[src/rtl/tick_timer_pkg.sv]
package tick_timer_pkg;
  localparam int DATA_W = 8;
  localparam int PS_W   = 7;
  localparam int SEL_W  = $clog2(PS_W + 1);

  typedef struct packed {
    logic              cntLoad;
    logic              psClear;
    logic              inPulse;
    logic [DATA_W-1:0] loadVal;
    logic [SEL_W-1:0]  psSel;
  } strobe_t;
endpackage

[src/rtl/tick_timer_dpath.sv]
module tick_timer_dpath
  import tick_timer_pkg::*;
(
  input  logic              clk,
  input  logic              rst_n,
  input  strobe_t           strb,
  output logic [DATA_W-1:0] count,
  output logic              tick,
  output logic              zeroEvt
);
  logic [PS_W-1:0]   psQ;
  logic [DATA_W-1:0] cntQ;
  logic              lowOnes;

  // Stages below the selected one must all be one for the pulse to carry out.
  always_comb begin
    lowOnes = 1'b1;
    for (int i = 0; i < PS_W; i++) begin
      if ((i < int'(strb.psSel)) && !psQ[i]) lowOnes = 1'b0;
    end
  end

  assign tick    = strb.inPulse && lowOnes;
  assign zeroEvt = tick && !strb.cntLoad && (cntQ == DATA_W'(1));
  assign count   = cntQ;

  always_ff @(posedge clk or negedge rst_n) begin
    if (!rst_n) begin
      psQ <= '0;
    end else if (strb.psClear) begin
      psQ <= '1;
    end else if (strb.inPulse) begin
      psQ <= psQ + PS_W'(1);
    end
  end

  always_ff @(posedge clk or negedge rst_n) begin
    if (!rst_n) begin
      cntQ <= '1;
    end else if (strb.cntLoad) begin
      cntQ <= strb.loadVal;
    end else if (tick) begin
      cntQ <= cntQ - DATA_W'(1);
    end
  end
endmodule

[src/rtl/tick_timer_ctrl.sv]
module tick_timer_ctrl
  import tick_timer_pkg::*;
#(
  parameter int SYNC_STAGES = 2
) (
  input  logic              clk,
  input  logic              rst_n,
  input  logic              optMode,
  input  logic [SEL_W-1:0]  optPsSel,
  input  logic              optExtSrc,
  input  logic              busAddr,
  input  logic              busWr,
  input  logic [DATA_W-1:0] busWdata,
  input  logic              clkEn,
  input  logic              extPin,
  input  logic [DATA_W-1:0] count,
  input  logic              zeroEvt,
  output logic [DATA_W-1:0] busRdata,
  output logic              irq,
  output logic              irqReq,
  output strobe_t           strb
);
  logic                   reqQ, maskQ, srcQ, gateQ;
  logic [SEL_W-1:0]       selQ;
  logic [SYNC_STAGES-1:0] syncQ;
  logic                   prevQ;
  logic                   pinLvl, ctlWr;
  logic                   effSrc, effGate;
  logic [SEL_W-1:0]       effSel;
  logic [DATA_W-1:0]      ctlView;

  assign ctlWr  = busWr && busAddr;
  assign pinLvl = syncQ[SYNC_STAGES-1];

  always_ff @(posedge clk or negedge rst_n) begin
    if (!rst_n) begin
      syncQ <= '0;
      prevQ <= 1'b0;
    end else begin
      syncQ <= {syncQ[SYNC_STAGES-2:0], extPin};
      prevQ <= pinLvl;
    end
  end

  always_ff @(posedge clk or negedge rst_n) begin
    if (!rst_n) begin
      reqQ  <= 1'b0;
      maskQ <= 1'b1;
      srcQ  <= 1'b0;
      gateQ <= 1'b0;
      selQ  <= '0;
    end else begin
      if (zeroEvt) reqQ <= 1'b1;
      else if (ctlWr && !busWdata[7]) reqQ <= 1'b0;
      if (ctlWr) maskQ <= busWdata[6];
      if (ctlWr && !optMode) begin
        srcQ  <= busWdata[5];
        gateQ <= busWdata[4];
        selQ  <= busWdata[SEL_W-1:0];
      end
    end
  end

  assign effSrc  = optMode ? optExtSrc : srcQ;
  assign effGate = optMode ? 1'b1 : gateQ;
  assign effSel  = optMode ? optPsSel : selQ;

  always_comb begin
    strb.cntLoad = busWr && !busAddr;
    strb.psClear = ctlWr && busWdata[3];
    strb.loadVal = busWdata;
    strb.psSel   = effSel;
    strb.inPulse = effSrc ? (pinLvl && !prevQ)
                          : (clkEn && (pinLvl || !effGate));
  end

  assign ctlView = {reqQ, maskQ, optMode | srcQ, optMode | gateQ, 1'b0,
                    optMode ? {SEL_W{1'b1}} : selQ};
  assign busRdata = busAddr ? ctlView : count;
  assign irqReq   = reqQ;
  assign irq      = reqQ && !maskQ;
endmodule

[src/rtl/tick_timer.sv]
module tick_timer
  import tick_timer_pkg::*;
#(
  parameter int SYNC_STAGES = 2
) (
  input  logic              clk,
  input  logic              rst_n,
  input  logic              optMode,
  input  logic [SEL_W-1:0]  optPsSel,
  input  logic              optExtSrc,
  input  logic              busAddr,
  input  logic              busWr,
  input  logic [DATA_W-1:0] busWdata,
  output logic [DATA_W-1:0] busRdata,
  input  logic              clkEn,
  input  logic              extPin,
  output logic              irq
);
  strobe_t           strb;
  logic [DATA_W-1:0] count;
  logic              tick, zeroEvt, irqReq;

  tick_timer_ctrl #(.SYNC_STAGES(SYNC_STAGES)) u_ctrl (
    .clk(clk), .rst_n(rst_n), .optMode(optMode), .optPsSel(optPsSel),
    .optExtSrc(optExtSrc), .busAddr(busAddr), .busWr(busWr),
    .busWdata(busWdata), .clkEn(clkEn), .extPin(extPin), .count(count),
    .zeroEvt(zeroEvt), .busRdata(busRdata), .irq(irq), .irqReq(irqReq),
    .strb(strb)
  );

  tick_timer_dpath u_dpath (
    .clk(clk), .rst_n(rst_n), .strb(strb), .count(count),
    .tick(tick), .zeroEvt(zeroEvt)
  );
endmodule

[config.mk]
export PLATFORM = sky130hd
export DESIGN_NAME = tick_timer
export DESIGN_NICKNAME = d
export VERILOG_FILES = /design/src/rtl/tick_timer_pkg.sv /design/src/rtl/tick_timer_dpath.sv /design/src/rtl/tick_timer_ctrl.sv /design/src/rtl/tick_timer.sv
export SDC_FILE = /design/constraint.sdc
export NUM_CORES = 1
export LEC_CHECK = 0
export ABC_AREA = 1
export BUFFER_PORTS_ARGS = -buffer_cell sky130_fd_sc_hd__buf_2
export CORE_ASPECT_RATIO = 0.7
export CORE_UTILIZATION = 50
export CTS_CLUSTER_DIAMETER = 30
export DETAILED_ROUTE_END_ITERATION = 16
export GPL_ROUTABILITY_DRIVEN = 0
export PLACE_DENSITY = 0.85
export SLEW_MARGIN = 20
export SYNTH_ARGS = -nofsm -noshare
export SYNTH_HDL_FRONTEND = slang
export SYNTH_SLANG_ARGS = --single-unit
[constraint.sdc]
create_clock -name clk -period 1.3 [get_ports clk]
set_input_delay 0.065 -clock clk [delete_from_list [all_inputs] [get_ports clk]]
set_output_delay 0.065 -clock clk [all_outputs]
set_load 0.02 [all_outputs]
== Word-level counts from Yosys, hierarchy flattened ==
Index checks and enable logic that the tools add are counted.
Storage, ports and cells
  input bits: 19
  output and inout bits: 9
  register bits after elaboration: 25
Cells by class
  equality and inequality tests: 1
  muxes and demuxes: 19
  bitwise gates (word level): 2
  add/subtract/negate cells: 2
  reductions and logical operators: 36
  order comparisons: 7
Operators by type and width (number)
  $mux 8: 3
  $logic_and 1x1->1: 18
  $logic_not 1->1: 14
  $mux 7: 2
  $mux 1: 12
  $lt 3x3->1 const A: 3
  $eq 8x1->1 const B: 1
  $sub 8x1->8 const B: 1
  $add 7x1->7 const B: 1
  $lt 1x3->1 const A: 2
  $lt 2x3->1 const A: 2
  $mux 3: 2
  $reduce_bool 2->1: 3
  $or 1x1->1: 2
  $logic_or 1x1->1: 1

== Longest topological paths before layout ==
Gate-level depths: netlist of run 1.
  word-level depth: 14
  depth in mapped cells: 12
  mapped depth without buffers: 11

== Modules after synthesis ==
A second synthesis of run 1 with hierarchy kept.
Second synthesis, totals
  cell total of the unflattened synthesis: 236
  area total of the unflattened synthesis: 1700.4 µm²
By module, submodules not included
  tick_timer_dpath: cells each 149, sequential area each 385.4 µm², area each 1074.8 µm², times used 1
  tick_timer_ctrl: cells each 87, sequential area each 251.5 µm², area each 625.6 µm², times used 1

== Worst setup path after synthesis of run 1 ==
No wires, ideal clock.
  path type: reg-to-reg
  start point: reg u_dpath.cntQ[0], in the netlist u_dpath.count[0]
  end point: reg u_dpath.cntQ[2], in the netlist u_dpath.count[2]
  arrival time: 1310 ps
  cell stages (with the launch flop): 7
  library setup time: 61 ps
  path slack: -71 ps
  required time: 1239 ps
  clock period less this slack: 1371 ps
  cells stage by stage: dfstp_2 inv_1 ha_1 or2_2 a31oi_1 nand2_1 nand2_1
On the way
  longest elaborated chain between the ends: 3
RTL lines
  from (decl): RTL line tick_timer_dpath.sv:12  | logic [DATA_W-1:0] cntQ;
  from (signal assigned): RTL line tick_timer_dpath.sv:41  | cntQ <= strb.loadVal;
  from (signal assigned): RTL line tick_timer_dpath.sv:43  | cntQ <= cntQ - DATA_W'(1);
  $sub 8x1->8: RTL line tick_timer_dpath.sv:43
  $mux 8: RTL line tick_timer_dpath.sv:42  | end else if (tick) begin
  $mux 8: RTL line tick_timer_dpath.sv:40  | end else if (strb.cntLoad) begin
No other way between the ends. The select of a mux whose other input is x is not followed.
A chain may end at the register's enable or synchronous reset.

== Worst setup path in the final report of run 1 ==
  start point: reg u_dpath.psQ[3]
  end point: reg u_ctrl.reqQ, in the netlist u_ctrl.irqReq
On the way
  longest elaborated chain between the ends: 10
RTL lines
  from (decl): RTL line tick_timer_dpath.sv:11  | logic [PS_W-1:0] psQ;
  from (signal assigned): RTL line tick_timer_dpath.sv:33  | psQ <= psQ + PS_W'(1);
  $logic_not 1->1 *: RTL line tick_timer_dpath.sv:19  | if ((i < int'(strb.psSel)) && !psQ[i]) lowOnes = 1'b0;
  $logic_and 1x1->1 *: RTL line tick_timer_dpath.sv:19
  $mux 1 * (4 in series): RTL line tick_timer_dpath.sv:19
  $logic_and 1x1->1 *: RTL line tick_timer_dpath.sv:23  | assign tick = strb.inPulse && lowOnes;
  $logic_and 1x1->1 * (2 in series): RTL line tick_timer_dpath.sv:24  | assign zeroEvt = tick && !strb.cntLoad && (cntQ == DATA_W'(1));
  $mux 1 / $reduce_bool 2->1 (equally long branches)
  to (signal assigned): RTL line tick_timer_ctrl.sv:47  | reqQ <= 1'b0;
  to (signal assigned): RTL line tick_timer_ctrl.sv:53  | if (zeroEvt) reqQ <= 1'b1;
  to (signal assigned): RTL line tick_timer_ctrl.sv:54  | else if (ctlWr && !busWdata[7]) reqQ <= 1'b0;
  to (decl): RTL line tick_timer_ctrl.sv:23  | logic reqQ, maskQ, srcQ, gateQ;
Every way passes the cells marked *; elsewhere a longest branch is shown, timed or not.

==> results of run 1 <==
-- synth_stat cells (all sizes together) --
cell | number | area, µm²
a21oi | 5 | 25.02
a31oi | 1 | 6.260
buf | 1 | 11.26
clkbuf | 2 | 7.510
dfrtp | 16 | 400.4
dfstp | 9 | 236.5
ha | 3 | 37.54
inv | 33 | 128.9
mux2 | 2 | 22.52
nand2 | 71 | 311.6
nand3 | 23 | 115.1
nand3b | 2 | 15.01
nand4 | 5 | 31.28
nor2 | 15 | 63.81
nor3 | 2 | 15.01
o21ai | 23 | 115.1
or2 | 2 | 12.51
xnor2 | 2 | 17.52
xor2 | 1 | 8.760
-- kinds of logic (layout without fill, tap and decap cells) --
logic type,after synthesis,count (layout)
AOI/OAI and AO/OA,29,29
xor gates and xnor gates,3,3
adders and majority gates,3,3
buffers and inverters,36,102
DFF,25,25
muxes,2,2
and+or+nand+nor,120,121
-- power groups by stage --
| stage | registers, W | clock network, W | logic, W |
|---|---|---|---|
| after CTS | 0.00134 | 0.000471 | 0.00209 |
| after detailed placement | 0.00136 | 0 | 0.00167 |
| final | 0.00138 | 0.000477 | 0.00264 |
| after floorplan | 0.00131 | 0 | 0.00113 |
| after global routing | 0.00141 | 0.000518 | 0.00283 |
| after global placement | 0.00135 | 0 | 0.00163 |
-- registers in the layout, summed over array words and instances, names as in the netlist --
signal         count
u_ctrl.maskQ       1
u_dpath.psQ        7
u_ctrl.prevQ       1
u_ctrl.srcQ        1
u_ctrl.gateQ       1
u_ctrl.irqReq      1
u_dpath.count      8
u_ctrl.selQ        3
u_ctrl.syncQ       2
-- layer usage --
metal  track usage  wire, µm
met1        0.3933      2129
met5             0         0
met4       0.07143       149
met2        0.4337      2360
met3       0.05785       556
-- stage by stage --
step                utilization  area [µm²]  instances  setup slack, ps  total power [W]
floorplan                     -        1597        218            6.253         0.002447
global placement         0.6444        1871        293           -13.62         0.002983
detailed placement       0.6444        1871        293           -58.39         0.003034
CTS                      0.7228        2098        312           -35.35         0.003895
global route             0.7828        2272        321           -202.3         0.004752
finish                   0.7828        2272        321           -171.6         0.004495
-- worst min-delay path by stage --
stage               endpoint  slack (ps)
2_1_floorplan   u_ctrl.gateQ        -230
3_3_place_gp   u_ctrl.irqReq          80
3_5_place_dp   u_ctrl.irqReq          80
4_1_cts        u_ctrl.irqReq          50
5_1_grt          u_ctrl.srcQ          50
6_report       u_ctrl.irqReq          50
-- critical path, delay by kind of cell (launching register included) --
family | cells | cell delay, ps
buffers and inverters | 2 | 240
DFF | 1 | 390
and+or+nand+nor | 7 | 770
-- final cells by class --
type | instances | area, µm²
repair buffers | 65 | 471.7
clock buffers | 3 | 41.29
fillers | 171 | 630.6
inverters | 33 | 128.9
well taps | 36 | 45.04
clock inverters | 1 | 5.005
flip-flops and latches | 25 | 638.1
multi-input cells | 158 | 942.2
-- what timing repair did --
action	CTS	global route
hold endpoints to repair	17	0
hold buffers	2	0
gates cloned	1	0
setup endpoints to repair	14	23
pin swaps	18	12
buffers inserted	12	9
resized for setup	23	42
==> results.toml, run 1 <==
[outcome]
status = "complete, but fails checks"
violations = "setup timing"

[floorplan]
core-area_mm2 = 0.002903
start_util = 0.5448
die_h_um = 49.06
ios = 28
die_area_mm2 = 0.003396
fp-row-count = 16
die_w_um = 69.22

[detailed_routing]
drt_iter0_markers = 177
firstDrtPassIters = 5
wl_um = 5196
num_vias = 1834
remaining_drc_errors = 0
wl_per_cell_um = 16.19
vias_per_cell = 5.713
final_antenna_net_count = 0

[power]
pwr-share-comb = 0.587
power_density_mw_per_mm2 = 1978
seq_power_share = 0.307
switching_share = 0.4305
leakagePower_nw = 1.206
clkPwrFrac = 0.106
switchingPower_w = 0.001935
intPower_w = 0.002560
peakVddDrop_mv = 0.9476

[logic_synthesis]
yosysSeqAreaShare = 0.4027
synth_nets = 240
synth.area.mux_share = 0.01424
synthesis.instances = 218
synth-simple-area-share = 0.3568
synth_top_family_by_area = "simple AND/OR/NAND/NOR gates"
synth.avg_cell_area_um2 = 7.255
synth_compound_area_frac = 0.09256
synth-adder-area-share = 0.02373
synth_xor_area_frac = 0.01661
ys_ff_latch = 25
syn-cell-area_mm2 = 0.001582
yosys_warnings = 0
ys_types = 26

[setup_path]
r2r_setup_slack_ps = -170
cp.required_ps = 1510
reg2reg_depth = 9
cp_cell_sequence = "nand2_1 -> inv_2 -> nand3_2 -> nand3_2 -> nand2_2 -> nor2_4 -> buf_4 -> nand4_1 -> nand2_1"
rr_startpoint = "u_dpath.psQ[3]"
arrival_ps = 1680
cpMaxStageDelayCell = "dfrtp_1"
reg2reg_to = "u_ctrl.irqReq"
path_max_fanout = 3
crit_start = "u_dpath.psQ[3]"
critPathCaptureType = "flop"
critPathMaxStageDelay_ps = 390
crit_type = "reg -> reg"
endpoint = "u_ctrl.irqReq"
startpoint_type = "flop"

[sta]
period_share = 1.132
worst_pin_slew_ps = 557.5
hold_viol = 0
whs_ps = 48.58
setup_tns_ps = -1497
setup_slack_ps = -171.6
slew_violations = 0
fmax_mhz = 679.5
grt_setup_unrepaired = "yes"
fin_crit_ps = 1472
setup-violations-final = 16
relSlewSlack = 0.6283
fin_skew_ps = 13.71

[worst_hold_path]
hold_start = "busWdata[7]"
whs_path_depth = 3
min-delay-path-class = "in -> reg"

[cts]
root_buffer = "clkbuf_8"
cts_max_path_buffers = 2
cts_made_buffers = 3
cts.sinks = 25
clk_latency_ps = 280
cts_tree = "done"
htreeDepth = 1
path_clk_slew_ps = 100

[layout]
n_antenna_cell = 0
layout_commonest_cell = "nand2_1"
areaGrowthSynthToFinish_pct = 43.67
nets = 308
final_cell_mix = "nand2_1 (53), buf_4 (32), buf_2 (22), inv_1 (20), nand3_1 (17)"
drive_gt1_frac = 0.4667

[global_routing]
grt_max_degree = 26
grtUsageTotal = 0.2770
grt-ovfl-total = 0
grt_first_pass_wirelength_um = 7431
grt_pass1_vias = 1631
antenna_found_initial = 0

[run]
cap_violations = 0

[placed_design]
portBuffers = 27
hpwl_um = 2961
Note: power is estimated with default switching activity, not from simulation.
==> inputs of run 2 (changes only) <==
HOLD_SLACK_MARGIN = 0.08   (was default)
SYNTH_HIERARCHICAL = 1   (was default)
==> run 2 against run 1 <==
  * Via count down 6.6%
  * Clock skew down 11 ps
  * Worst hold slack better by 33 ps
  * Utilization down 5.3 points
  * Clock power down 5.2%
  * Critical path type unchanged
  * The flow still finishes with violations (setup timing)
  * Critical path depth up 5
  * Highest routed layer unchanged
  * Total power down 8.8%
  * Critical endpoint is now u_ctrl/irqReq
  * Largest cell class unchanged
==> results.toml, run 2 <==
[detailed_routing]
firstDrtPassIters = 4
vias_per_cell = 5.144
wl_per_cell_um = 14.00
remaining_drc_errors = 0
drt_iter0_markers = 135
final_antenna_net_count = 0
wl_um = 4662
num_vias = 1713

[global_routing]
grtUsageMet1 = 0.3279
antenna_found_initial = 0
gr-usage-met2 = 0.3978
grt_first_pass_wirelength_um = 6817
grt-ovfl-total = 0
grt_pass1_vias = 1531
grtUsageTotal = 0.2461
grt-busiest-layer = "met2"
grt_max_degree = 26
gr-usage-met3 = 0.05622

[floorplan]
core-area_mm2 = 0.003191
die_h_um = 50.74
fp-row-count = 17
die_area_mm2 = 0.003634
start_util = 0.5318
die_w_um = 71.63
ios = 28

[placed_design]
preCtsSetupSlack_ps = -261.3
portBuffers = 27
hpwl_um = 2785
place_area_mm2 = 0.001869

[sta]
period_share = 1.286
fin_skew_ps = 2.765
setup-violations-final = 16
setup_tns_ps = -4243
hold_viol = 0
fmax_mhz = 598.1
grt_setup_unrepaired = "yes"
worst_pin_slew_ps = 764.2
fin_crit_ps = 1672
relSlewSlack = 0.4900
setup_slack_ps = -371.9
slew_violations = 0

[setup_path]
startpoint_type = "flop"
cpLargestDelayFamily = "simple AND/OR/NAND/NOR gates"
cp_cell_sequence = "inv_2 -> nand2_2 -> nand2_1 -> nand3_1 -> nand2_2 -> nand2_2 -> inv_2 -> nand2_2 -> nand2_1 -> nand2_1 -> inv_2 -> nand2_8 -> nor3_4 -> o21bai_1"
critPathMaxStageDelay_ps = 400
cp.required_ps = 1490
critPathCaptureType = "flop"
arrival_ps = 1860
path_max_fanout = 4
cpMaxStageDelayCell = "dfrtp_1"
crit_type = "reg -> reg"
path_common_cell = "nand2_2"
path_buf_inv = 3

[layout]
layout_commonest_cell = "nand2_1"
design_area_mm2 = 0.002330
largest_reg_flops = 8
n_antenna_cell = 0
nets = 318
multiInputGateArea_um2 = 988.4
areaGrowthSynthToFinish_pct = 37.32
regArea_um2 = 636.9
final_cell_mix = "nand2_1 (59), nor2_1 (33), buf_4 (30), buf_2 (22), inv_1 (17)"
fillerInstances = 222
drive_gt1_frac = 0.4136

[cts]
cts_tree = "done"
path_clk_slew_ps = 80
htreeDepth = 1
cts_made_buffers = 3
cts.sinks = 25
root_buffer = "clkbuf_8"
clk_latency_ps = 260
cts_max_path_buffers = 2

[power]
power_density_mw_per_mm2 = 1759
leakagePower_nw = 1.193
peakVddDrop_mv = 0.9691

[logic_synthesis]
synth.avg_cell_area_um2 = 7.220
yosys_warnings = 6
synthesis.instances = 235
synth_nets = 257
syn-cell-area_mm2 = 0.001697

[run]
cap_violations = 0

[worst_hold_path]
min-delay-path-class = "in -> reg"

[outcome]
violations = "setup timing"
status = "complete, but fails checks"
## run 2: tightest hold or removal path, stage by stage
cell and delay [ps]:
buf_2 90, nand2_2 80, nand2_1 60, nand2_1 50
## run 2: report_power, final
group / internal (W) / total (W) / switching (W)
registers: 0.00111 / 0.00141 / 0.000303
clock network: 0.000219 / 0.000452 / 0.000233
logic: 0.00103 / 0.00223 / 0.00120
## run 2: area by class of cell
| cell class | count | share of cell area |
|---|---|---|
| Timing Repair Buffer | 69 | 0.2256 |
| Clock buffer | 4 | 0.01933 |
| Tap cell | 38 | 0.02041 |
| Inverter | 23 | 0.03706 |
| Multi-Input combinational cell | 174 | 0.4243 |
| Sequential cell | 25 | 0.2734 |
## run 2: path summary, 6_finish.rpt
path                                          to            start  cells past startpoint  slack [ps]
worst max-delay path               u_ctrl/irqReq      u_ctrl/srcQ                     14        -370
worst min-delay path                u_ctrl/maskQ            busWr                      4          80
worst max register to register     u_ctrl/irqReq      u_ctrl/srcQ                     14        -370
worst min register to register   u_ctrl/syncQ[1]  u_ctrl/syncQ[0]                      0         360
max in group asynchronous       u_dpath/count[2]            rst_n                      2         600
min in group asynchronous         u_dpath/psQ[1]            rst_n                      2         320
## run 2: timing repair
item                                    CTS  global route
gates cloned                              1             0
pin swaps                                 7            13
endpoints found under the hold margin    23             0
resized for setup                        16            34
endpoints found under the setup margin   16            21
hold buffers                              8             0
setup buffers                            13             9
## run 2: routing by layer
metal | share of wire | wire, µm
met1 | 0.45 | 2112
met2 | 0.48 | 2243
met3 | 0.039 | 184
met4 | 0.026 | 122
met5 | 0 | 0
## run 2: metrics by stage
step | hold WS, ps | power, W | utilization | cells
2_1_floorplan | -230.6 | 0.002507 | - | 235
3_3_place_gp | 76.89 | 0.002927 | 0.5859 | 300
3_5_place_dp | 87.77 | 0.002972 | 0.5859 | 300
4_1_cts | 82.34 | 0.003728 | 0.6773 | 326
5_1_grt | 98.07 | 0.004406 | 0.7302 | 333
6_report | 82.02 | 0.004099 | 0.7302 | 333
